### config.mk
export PLATFORM = sky130hd
export DESIGN_NAME = ttm_matcher
export DESIGN_NICKNAME = d
export VERILOG_FILES = /design/src/rtl/ttm_pkg.sv /design/src/rtl/ttm_entry_match.sv /design/src/rtl/ttm_prio_select.sv /design/src/rtl/ttm_set_eval.sv /design/src/rtl/ttm_out_stage.sv /design/src/rtl/ttm_matcher.sv
export SDC_FILE = /design/constraint.sdc
export NUM_CORES = 1
export LEC_CHECK = 0
export BUFFER_PORTS_ARGS = -buffer_cell sky130_fd_sc_hd__buf_2
export CAP_MARGIN = 25
export CORE_MARGIN = 2
export CORE_UTILIZATION = 38
export DETAILED_ROUTE_END_ITERATION = 7
export PLACE_DENSITY = 0.76
export SLEW_MARGIN = 20
export SYNTH_ARGS = -nofsm -noshare
export SYNTH_HDL_FRONTEND = slang
export SYNTH_HIERARCHICAL = 1
export SYNTH_SLANG_ARGS = --single-unit
### constraint.sdc
create_clock -name clk -period 3.33 [get_ports clk]
set_clock_uncertainty 0.15 [all_clocks]
set_input_delay 0.4995 -clock clk [delete_from_list [all_inputs] [get_ports clk]]
set_output_delay 0.4995 -clock clk [all_outputs]
set_load 0.1 [all_outputs]
### src/rtl/ttm_pkg.sv
package ttm_pkg;
  localparam int TTR_W    = 32;
  localparam int FIELD_W  = 8;
  localparam int MODE_W   = 2;
  localparam int BASE_LSB = 24;
  localparam int MASK_LSB = 16;
  localparam int EN_BIT   = 15;
  localparam int MODE_LSB = 13;
  localparam int WP_BIT   = 2;

  localparam logic [MODE_W-1:0] MODE_USER_ONLY  = 2'b00;
  localparam logic [MODE_W-1:0] MODE_SUPER_ONLY = 2'b01;

  // bits that take part in matching; everything else is ignored
  localparam logic [TTR_W-1:0] USED_MASK = 32'hFFFF_E004;

  localparam int STAT_W        = 8;
  localparam int STAT_RESIDENT = 0;
  localparam int STAT_TRANSP   = 1;

  typedef struct packed {
    logic              hit;
    logic              rd;
    logic              wr;
    logic              ex;
    logic              wp_fault;
    logic [STAT_W-1:0] stat;
  } ttm_result_t;
endpackage

### src/rtl/ttm_entry_match.sv
module ttm_entry_match
  import ttm_pkg::*;
(
  input  logic [TTR_W-1:0]   ttr,
  input  logic [FIELD_W-1:0] addr_hi,
  input  logic               is_super,
  output logic               hit,
  output logic               wp
);
  logic [FIELD_W-1:0] base_f;
  logic [FIELD_W-1:0] care_f;
  logic [MODE_W-1:0]  mode_f;
  logic               mode_ok;
  logic               addr_ok;
  logic               unused_bits;

  assign base_f = ttr[BASE_LSB +: FIELD_W];
  assign care_f = ~ttr[MASK_LSB +: FIELD_W];
  assign mode_f = ttr[MODE_LSB +: MODE_W];

  always_comb begin
    case (mode_f)
      MODE_USER_ONLY:  mode_ok = !is_super;
      MODE_SUPER_ONLY: mode_ok = is_super;
      default:         mode_ok = 1'b1;
    endcase
  end

  assign addr_ok = ((addr_hi ^ base_f) & care_f) == '0;
  assign hit     = ttr[EN_BIT] & mode_ok & addr_ok;
  assign wp      = ttr[WP_BIT];

  assign unused_bits = ^(ttr & ~USED_MASK);
endmodule

### src/rtl/ttm_prio_select.sv
module ttm_prio_select #(
  parameter int N = 2
) (
  input  logic [N-1:0] hit_vec,
  input  logic [N-1:0] wp_vec,
  output logic         any_hit,
  output logic         sel_wp
);
  always_comb begin
    sel_wp = 1'b0;
    for (int i = N - 1; i >= 0; i--) begin
      if (hit_vec[i]) sel_wp = wp_vec[i];
    end
  end
  assign any_hit = |hit_vec;
endmodule

### src/rtl/ttm_set_eval.sv
module ttm_set_eval
  import ttm_pkg::*;
#(
  parameter int N = 2
) (
  input  logic [N*TTR_W-1:0] regs,
  input  logic [FIELD_W-1:0] addr_hi,
  input  logic               is_super,
  output logic               any_hit,
  output logic               sel_wp
);
  logic [N-1:0] hit_vec;
  logic [N-1:0] wp_vec;

  for (genvar g = 0; g < N; g++) begin : g_entry
    ttm_entry_match entry_i (
      .ttr      (regs[g*TTR_W +: TTR_W]),
      .addr_hi  (addr_hi),
      .is_super (is_super),
      .hit      (hit_vec[g]),
      .wp       (wp_vec[g])
    );
  end

  ttm_prio_select #(.N(N)) prio_i (
    .hit_vec (hit_vec),
    .wp_vec  (wp_vec),
    .any_hit (any_hit),
    .sel_wp  (sel_wp)
  );
endmodule

### src/rtl/ttm_out_stage.sv
module ttm_out_stage #(
  parameter int W = 8
) (
  input  logic         clk,
  input  logic         rst_n,
  input  logic         in_valid,
  output logic         in_ready,
  input  logic [W-1:0] in_data,
  output logic         out_valid,
  input  logic         out_ready,
  output logic [W-1:0] out_data
);
  assign in_ready = !out_valid || out_ready;

  always_ff @(posedge clk) begin
    if (!rst_n) begin
      out_valid <= 1'b0;
      out_data  <= '0;
    end else if (in_ready) begin
      out_valid <= in_valid;
      if (in_valid) out_data <= in_data;
    end
  end
endmodule

### src/rtl/ttm_matcher.sv
module ttm_matcher
  import ttm_pkg::*;
#(
  parameter int ADDR_W       = 32,
  parameter int REGS_PER_SET = 2
) (
  input  logic                          clk,
  input  logic                          rst_n,
  input  logic                          req_valid,
  output logic                          req_ready,
  input  logic [ADDR_W-1:0]             req_addr,
  input  logic                          req_super,
  input  logic                          req_code,
  input  logic                          req_store,
  input  logic                          req_probe,
  input  logic [REGS_PER_SET*TTR_W-1:0] ttr_code,
  input  logic [REGS_PER_SET*TTR_W-1:0] ttr_data,
  output logic                          rsp_valid,
  input  logic                          rsp_ready,
  output logic                          rsp_hit,
  output logic                          rsp_rd,
  output logic                          rsp_wr,
  output logic                          rsp_ex,
  output logic                          rsp_wp_fault,
  output logic [STAT_W-1:0]             rsp_probe_stat,
  output logic [ADDR_W-1:0]             rsp_addr
);
  localparam int RES_W = $bits(ttm_result_t);
  localparam int PIPE_W = RES_W + ADDR_W;

  logic [FIELD_W-1:0] addr_hi;
  logic               code_hit, code_wp;
  logic               data_hit, data_wp;
  logic               sel_hit, sel_wp;
  ttm_result_t        res_d, res_q;
  logic [PIPE_W-1:0]  pipe_q;

  assign addr_hi = req_addr[ADDR_W-1 -: FIELD_W];

  ttm_set_eval #(.N(REGS_PER_SET)) code_set_i (
    .regs     (ttr_code),
    .addr_hi  (addr_hi),
    .is_super (req_super),
    .any_hit  (code_hit),
    .sel_wp   (code_wp)
  );

  ttm_set_eval #(.N(REGS_PER_SET)) data_set_i (
    .regs     (ttr_data),
    .addr_hi  (addr_hi),
    .is_super (req_super),
    .any_hit  (data_hit),
    .sel_wp   (data_wp)
  );

  assign sel_hit = req_code ? code_hit : data_hit;
  assign sel_wp  = req_code ? code_wp  : data_wp;

  always_comb begin
    res_d          = '0;
    res_d.hit      = sel_hit;
    res_d.rd       = sel_hit;
    res_d.ex       = sel_hit;
    res_d.wr       = sel_hit & ~sel_wp;
    res_d.wp_fault = sel_hit & sel_wp & req_store;
    if (sel_hit && req_probe) begin
      res_d.stat[STAT_RESIDENT] = 1'b1;
      res_d.stat[STAT_TRANSP]   = 1'b1;
    end
  end

  ttm_out_stage #(.W(PIPE_W)) out_i (
    .clk       (clk),
    .rst_n     (rst_n),
    .in_valid  (req_valid),
    .in_ready  (req_ready),
    .in_data   ({res_d, req_addr}),
    .out_valid (rsp_valid),
    .out_ready (rsp_ready),
    .out_data  (pipe_q)
  );

  assign res_q          = pipe_q[PIPE_W-1 -: RES_W];
  assign rsp_addr       = pipe_q[ADDR_W-1:0];
  assign rsp_hit        = res_q.hit;
  assign rsp_rd         = res_q.rd;
  assign rsp_wr         = res_q.wr;
  assign rsp_ex         = res_q.ex;
  assign rsp_wp_fault   = res_q.wp_fault;
  assign rsp_probe_stat = res_q.stat;
endmodule

# Word-level counts from Yosys, hierarchy flattened
# Index checks and enable logic that the tools add are counted.
dict set report totals {
  reg_bits 39
  inputBits 168
  output_inout_bits 47
}
dict set report op_classes {
  eq_ne 4
  n_mux 11
  n_bitwise 24
  n_reduce_logical 15
}
# cell n
set op_table {}
lappend op_table {{bitwise AND 8 bit} 4}
lappend op_table {{logical NOT 8 bit} 4}
lappend op_table {{NOT 8 bit} 4}
lappend op_table {{XOR 8 bit} 4}
lappend op_table {{bitwise AND 1 bit} 11}
lappend op_table {{== test 2 x 1 -> 1 bit, second input constant} 4}
lappend op_table {{logical NOT 2 bit} 4}
lappend op_table {{one-hot mux 1 bit (2 select lines)} 4}
lappend op_table {{two-way mux 1 bit} 6}
lappend op_table {{OR reduction 2 bit} 2}
lappend op_table {{logical NOT 1 bit} 2}
lappend op_table {{two-way mux 2 bit} 1}
lappend op_table {{AND reduction 2 bit} 1}
lappend op_table {{logical AND 1 bit} 1}
lappend op_table {{logical OR 1 bit} 1}
lappend op_table {{NOT 1 bit} 1}

# Logic depth before layout (Yosys ltp)
dict set report depth {
  ltp_word 9
  ltp_mapped 10
  depth_no_buf 10
}

# Modules after synthesis
# The synthesis kept the hierarchy.
# module n_inst cells_each area_each_um2 seq_area_each_um2
set by_module_without_submodules {}
lappend by_module_without_submodules {ttm_out_stage 1 200 1883.1 920.9}
lappend by_module_without_submodules {ttm_entry_match 4 17 132.6 0.0}
lappend by_module_without_submodules {ttm_matcher 1 9 71.3 0.0}
lappend by_module_without_submodules {ttm_prio_select 2 4 18.8 0.0}

# Least setup slack after synthesis
# OpenSTA, ideal clock, no wires.
dict set report synth_timing {
  path_kind {reg-to-reg}
  from {register out_i.out_valid}
  to {register out_i.out_data[10]}
  arrival_time_ns 2.023
  t_required_ns 3.060
  setup_slack_ns 1.037
  path_stages_with_launch 6
  path_buffers 2
  path_cell_list {dfxtp_1 nand2b_4 and2_4 buf_12 buf_12 mux2i_1}
}
dict set report synth_between {
  elab_chain_len 3
}
# item line_no
set synth_lines {}
lappend synth_lines {{from (decl)} ttm_out_stage.sv:9} ;# output logic out_valid,
lappend synth_lines {{from (signal assigned)} ttm_out_stage.sv:20} ;# out_valid <= in_valid;
lappend synth_lines {{logical NOT 1 bit} ttm_out_stage.sv:13} ;# assign in_ready = !out_valid || out_ready;
lappend synth_lines {{logical OR 1 bit} ttm_out_stage.sv:13}
lappend synth_lines {{via req_ready} ttm_matcher.sv:10} ;# output logic req_ready,
lappend synth_lines {{AND reduction 2 bit (no line)} n/a}
lappend synth_lines {{to (signal assigned)} ttm_out_stage.sv:21} ;# if (in_valid) out_data <= in_data;
lappend synth_lines {{to (decl)} ttm_out_stage.sv:11} ;# output logic [W-1:0] out_data
# The timed path passes the listed nets, and every way through them passes these cells.
# A chain may end at the register's enable or synchronous reset.

# Worst setup path after layout
dict set report layout_timing {
  from {input port req_addr[30]}
  to {register out_i.out_data[33]}
}
dict set report layout_between {
  elab_chain_len 8
}
# item line_no
set layout_lines {}
lappend layout_lines {{from (decl)} ttm_matcher.sv:11} ;# input logic [ADDR_W-1:0] req_addr,
lappend layout_lines {{XOR 8 bit} ttm_entry_match.sv:29} ;# assign addr_ok = ((addr_hi ^ base_f) & care_f) == '0;
lappend layout_lines {{bitwise AND 8 bit} ttm_entry_match.sv:29}
lappend layout_lines {{logical NOT 8 bit} ttm_entry_match.sv:29}
lappend layout_lines {{bitwise AND 1 bit} ttm_entry_match.sv:30} ;# assign hit = ttr[EN_BIT] & mode_ok & addr_ok;
lappend layout_lines {{via data_set_i.hit_vec[0]} ttm_set_eval.sv:12} ;# logic [N-1:0] hit_vec;
lappend layout_lines {{OR reduction 2 bit} ttm_prio_select.sv:15} ;# assign any_hit = |hit_vec;
lappend layout_lines {{via data_hit} ttm_matcher.sv:33} ;# logic data_hit, data_wp;
lappend layout_lines {{two-way mux 1 bit} ttm_matcher.sv:56} ;# assign sel_hit = req_code ? code_hit : data_hit;
lappend layout_lines {{logical AND 1 bit} ttm_matcher.sv:66} ;# if (sel_hit && req_probe) begin
lappend layout_lines {{two-way mux 2 bit} ttm_matcher.sv:66}
# The timed path passes the listed nets, and every way through them passes these cells.

==> results_dict.tcl <==
set metrics [dict create \
    type_of_the_worst_min_delay_path "primary input to flip-flop" \
    clock_insertion_delay_worst_skew_ps 290 \
    yosysWarningCount 6 \
    fp.dieH_um 85.5 \
    post_synth_instance_area_um2 2520 \
    post_cts.repair.setup_buffers 0 \
    rsz0062_at_grt "no" \
    numPlacedInstances 515 \
    yosysSeqAreaShare_pct 36.5 \
    tritoncts "done" \
    postPlaceCellArea_um2 3320 \
    whs_path_depth 3 \
    antenna_found_initial 0 \
    track_usage_pct 19.0 \
    hold_path.startpoint "req_addr[11]" \
    worst_pin_slew_ps 820 \
    diodes 0 \
    post_cts_hold_buffer_count 0 \
    nNetsFinal 613 \
    drtAntennaViolNets 0 \
    critical_path.reg2reg.endpoint "out_i/out_data[31]$_SDFFE_PN0P_" \
    cap_viol_max_count 0 \
    power_density_of_the_placed_cells_nw_per_um2 452 \
    io_buffers 166 \
    global_route_wire_length_before_repair_mm 11.2 \
    final_number_of_hold_violating_endpoints 0 \
    vias 2438 \
    synth_xor_area_share_pct 12.5 \
    timing.final.crit_share_pct 66.9 \
    floorplan.rows 29 \
    avgViaCountPerCell 4.66 \
    synth_enable_flop_cells 0 \
    ys_top_cells_by_area "sky130_fd_sc_hd__dfxtp_1 (37%), sky130_fd_sc_hd__mux2i_1 (18%), sky130_fd_sc_hd__nand2_1 (14%), sky130_fd_sc_hd__xnor2_1 (13%), sky130_fd_sc_hd__buf_12 (4.0%)" \
    max_frequency_mhz 449 \
    grt_pass1_vias 2516 \
    r2r-start "out_i/out_valid$_SDFFE_PN0P_" \
    critPathKind "primary input to flip-flop" \
    drive_above_1_share_pct 41.7 \
    synth.mux.area_fraction_pct 17.9 \
    irDropWorstVdd_mv 0.283 \
    whs_endpoint "out_i/out_data[11]$_SDFFE_PN0P_" \
    total_leakage_power_nw 1.71 \
    critical_path_arrival_ps 2300 \
    flop_to_flop_setup_slack_ps 1740 \
    synth.avg_cell_area_um2 8.85 \
    synth_compound_gate_area_share_pct 6.89 \
    syn_inst 285 \
    clkTransAtPathRegs_ps 90 \
    detailed_route_wl_mm 6.82 \
    setup_viol 0 \
    synthArstFlopShare_pct 0 \
    design.die.area_um2 7310 \
    globalRoute.totalOverflow 0 \
    starting_density_of_the_core_pct 39.5 \
    worstRegToRegCells 3 \
    timing.final.max_slew_violations 0 \
    synthAdderAreaFrac_pct 0 \
    cts_num_sinks 46 \
    synth_cell_types 22 \
    num_ports 215 \
    period_needed_ps 2230 \
    kind_of_end_point_of_the_critical_path "flip-flop" \
    post-synth-top-count-cell "sky130_fd_sc_hd__nand2_1" \
    yosysTopAreaCellShare_pct 36.5 \
    worstSetupStartpointType "primary input" \
    post_cts_resize_count 0 \
    maxSlewHeadroom_pct 45.3 \
    layout.cell_area.non_filler_um2 3430 \
    status "finished, final reports clean" \
    number_of_levels_the_h_tree_was_split_into 2 \
    cell_type_with_the_largest_total_area_after_synthesis "sky130_fd_sc_hd__dfxtp_1" \
    tritoncts.num_buffers 5 \
    core_region_area_um2 6390 \
    drt_pass1_iterations 4 \
    crit_path_required_time_ps 3400 \
    largest_family_of_logic_cells_by_synthesized_area "simple AND/OR/NAND/NOR gates" \
    setup_tns_after_final_layout_ps 0 \
    dr.first_iter.drc_count 48 \
    place_congestion 0.753 \
    worst_case_clock_buffer_depth 2 \
    drt-wirelength-per-cell_um 13.0 \
    synthFlopType "sky130_fd_sc_hd__dfxtp_1" \
    dp_hpwl_mm 5.40 \
    synth_common_cells "sky130_fd_sc_hd__nand2_1 (97), sky130_fd_sc_hd__dfxtp_1 (46), sky130_fd_sc_hd__mux2i_1 (45)" \
    worst-path-max-fanout 5 \
    synth-simple-area-share_pct 19.2 \
    root_buffer "sky130_fd_sc_hd__clkbuf_8" \
    grt_max_degree 51 \
    ys_ff_latch 46 \
    layout.cells.non_filler 523 \
    areaGrowthSynthToFinish_pct 36.0 \
    fp.dieW_um 85.5 \
    drc_errors 0 \
]
==> critical path, cell delays in order <==
cell	delay, ps
sky130_fd_sc_hd__buf_2	150
sky130_fd_sc_hd__xnor2_1	260
sky130_fd_sc_hd__o22ai_1	110
sky130_fd_sc_hd__or3_1	360
sky130_fd_sc_hd__nor3_2	260
sky130_fd_sc_hd__or2_1	190
sky130_fd_sc_hd__nand2b_4	90
sky130_fd_sc_hd__a21boi_2	150
sky130_fd_sc_hd__nand2_1	60
sky130_fd_sc_hd__mux2i_1	160
==> cell usage in the layout, fill, tap and decap left out, types with 2 or more instances in the layout <==
master and n:
sky130_fd_sc_hd__dfxtp_1 46, sky130_fd_sc_hd__buf_2 166, sky130_fd_sc_hd__o21ai_0 4, sky130_fd_sc_hd__conb_1 6, sky130_fd_sc_hd__o21ai_1 2, sky130_fd_sc_hd__o22ai_1 16
sky130_fd_sc_hd__nor3_2 4, sky130_fd_sc_hd__nand2_1 97, sky130_fd_sc_hd__or2_1 2, sky130_fd_sc_hd__xnor2_1 36, sky130_fd_sc_hd__clkbuf_8 5, sky130_fd_sc_hd__nand2b_4 2
sky130_fd_sc_hd__o22ai_2 2, sky130_fd_sc_hd__or3_1 4, sky130_fd_sc_hd__mux2i_1 45
==> area by class of cell <==
| type | count | area, um2 |
|---|---|---|
| Timing Repair Buffer | 167 | 851 |
| Inverter | 1 | 3.75 |
| Fill cell | 605 | 2960 |
| Sequential cell | 46 | 921 |
| Tap cell | 77 | 96.3 |
| Multi-Input combinational cell | 224 | 1450 |
| Clock inverter | 3 | 43.8 |
| Clock buffer | 5 | 68.8 |
==> registers in the layout, summed over array words and instances (netlist names) <==
name,cells
out_i/out_data,45
out_i/out_valid,1
==> worst max-delay path by stage <==
stage	startpoint	end	slack, ps	depth (start not counted)
after floorplan	out_i/out_valid$_SDFFE_PN0P_	out_i/out_data[10]$_SDFFE_PN0P_	1040	5
after global placement	req_addr[30]	out_i/out_data[41]$_SDFFE_PN0P_	810	10
after CTS	req_addr[30]	out_i/out_data[33]$_SDFFE_PN0P_	1070	10
final	req_addr[30]	out_i/out_data[33]$_SDFFE_PN0P_	1100	10
after detailed placement	req_addr[30]	out_i/out_data[33]$_SDFFE_PN0P_	760	10
after global routing	req_addr[30]	out_i/out_data[40]$_SDFFE_PN0P_	910	11
==> stage by stage <==
step | worst slack (ps) | hold WS, ps | utilization, % | total power, mW
after floorplan | 1040 | 488 | - | 1.02
after detailed placement | 761 | 294 | 52.0 | 1.14
final | 1100 | 285 | 53.7 | 1.55
after global routing | 912 | 289 | 53.7 | 1.62
after CTS | 1070 | 278 | 53.7 | 1.57
after global placement | 809 | 289 | 52.0 | 1.14
==> report_power, final <==
group / switching [mW] / total (mW) / internal [mW]
logic: 0.376 / 0.530 / 0.154
clock network: 0.196 / 0.421 / 0.225
registers: 0.0160 / 0.599 / 0.583
total: 0.588 / 1.55 / 0.963
==> layer usage <==
layer	track usage (%)	share of wire, %	wire (um)	up-vias
li1	-	-	-	1247
met1	20.4	38	2620	1080
met2	35.4	52	3560	98
met3	6.03	7.7	526	13
met4	5.48	1.6	110	0
met5	0	0	0	-
==> cells by family after synthesis <==
group | count (synthesis)
compound gates | 26
mux | 45
xor+xnor | 36
buf+inv | 20
flops | 46
simple gates | 111
other cells | 1
(Power assumes the default switching activity.)
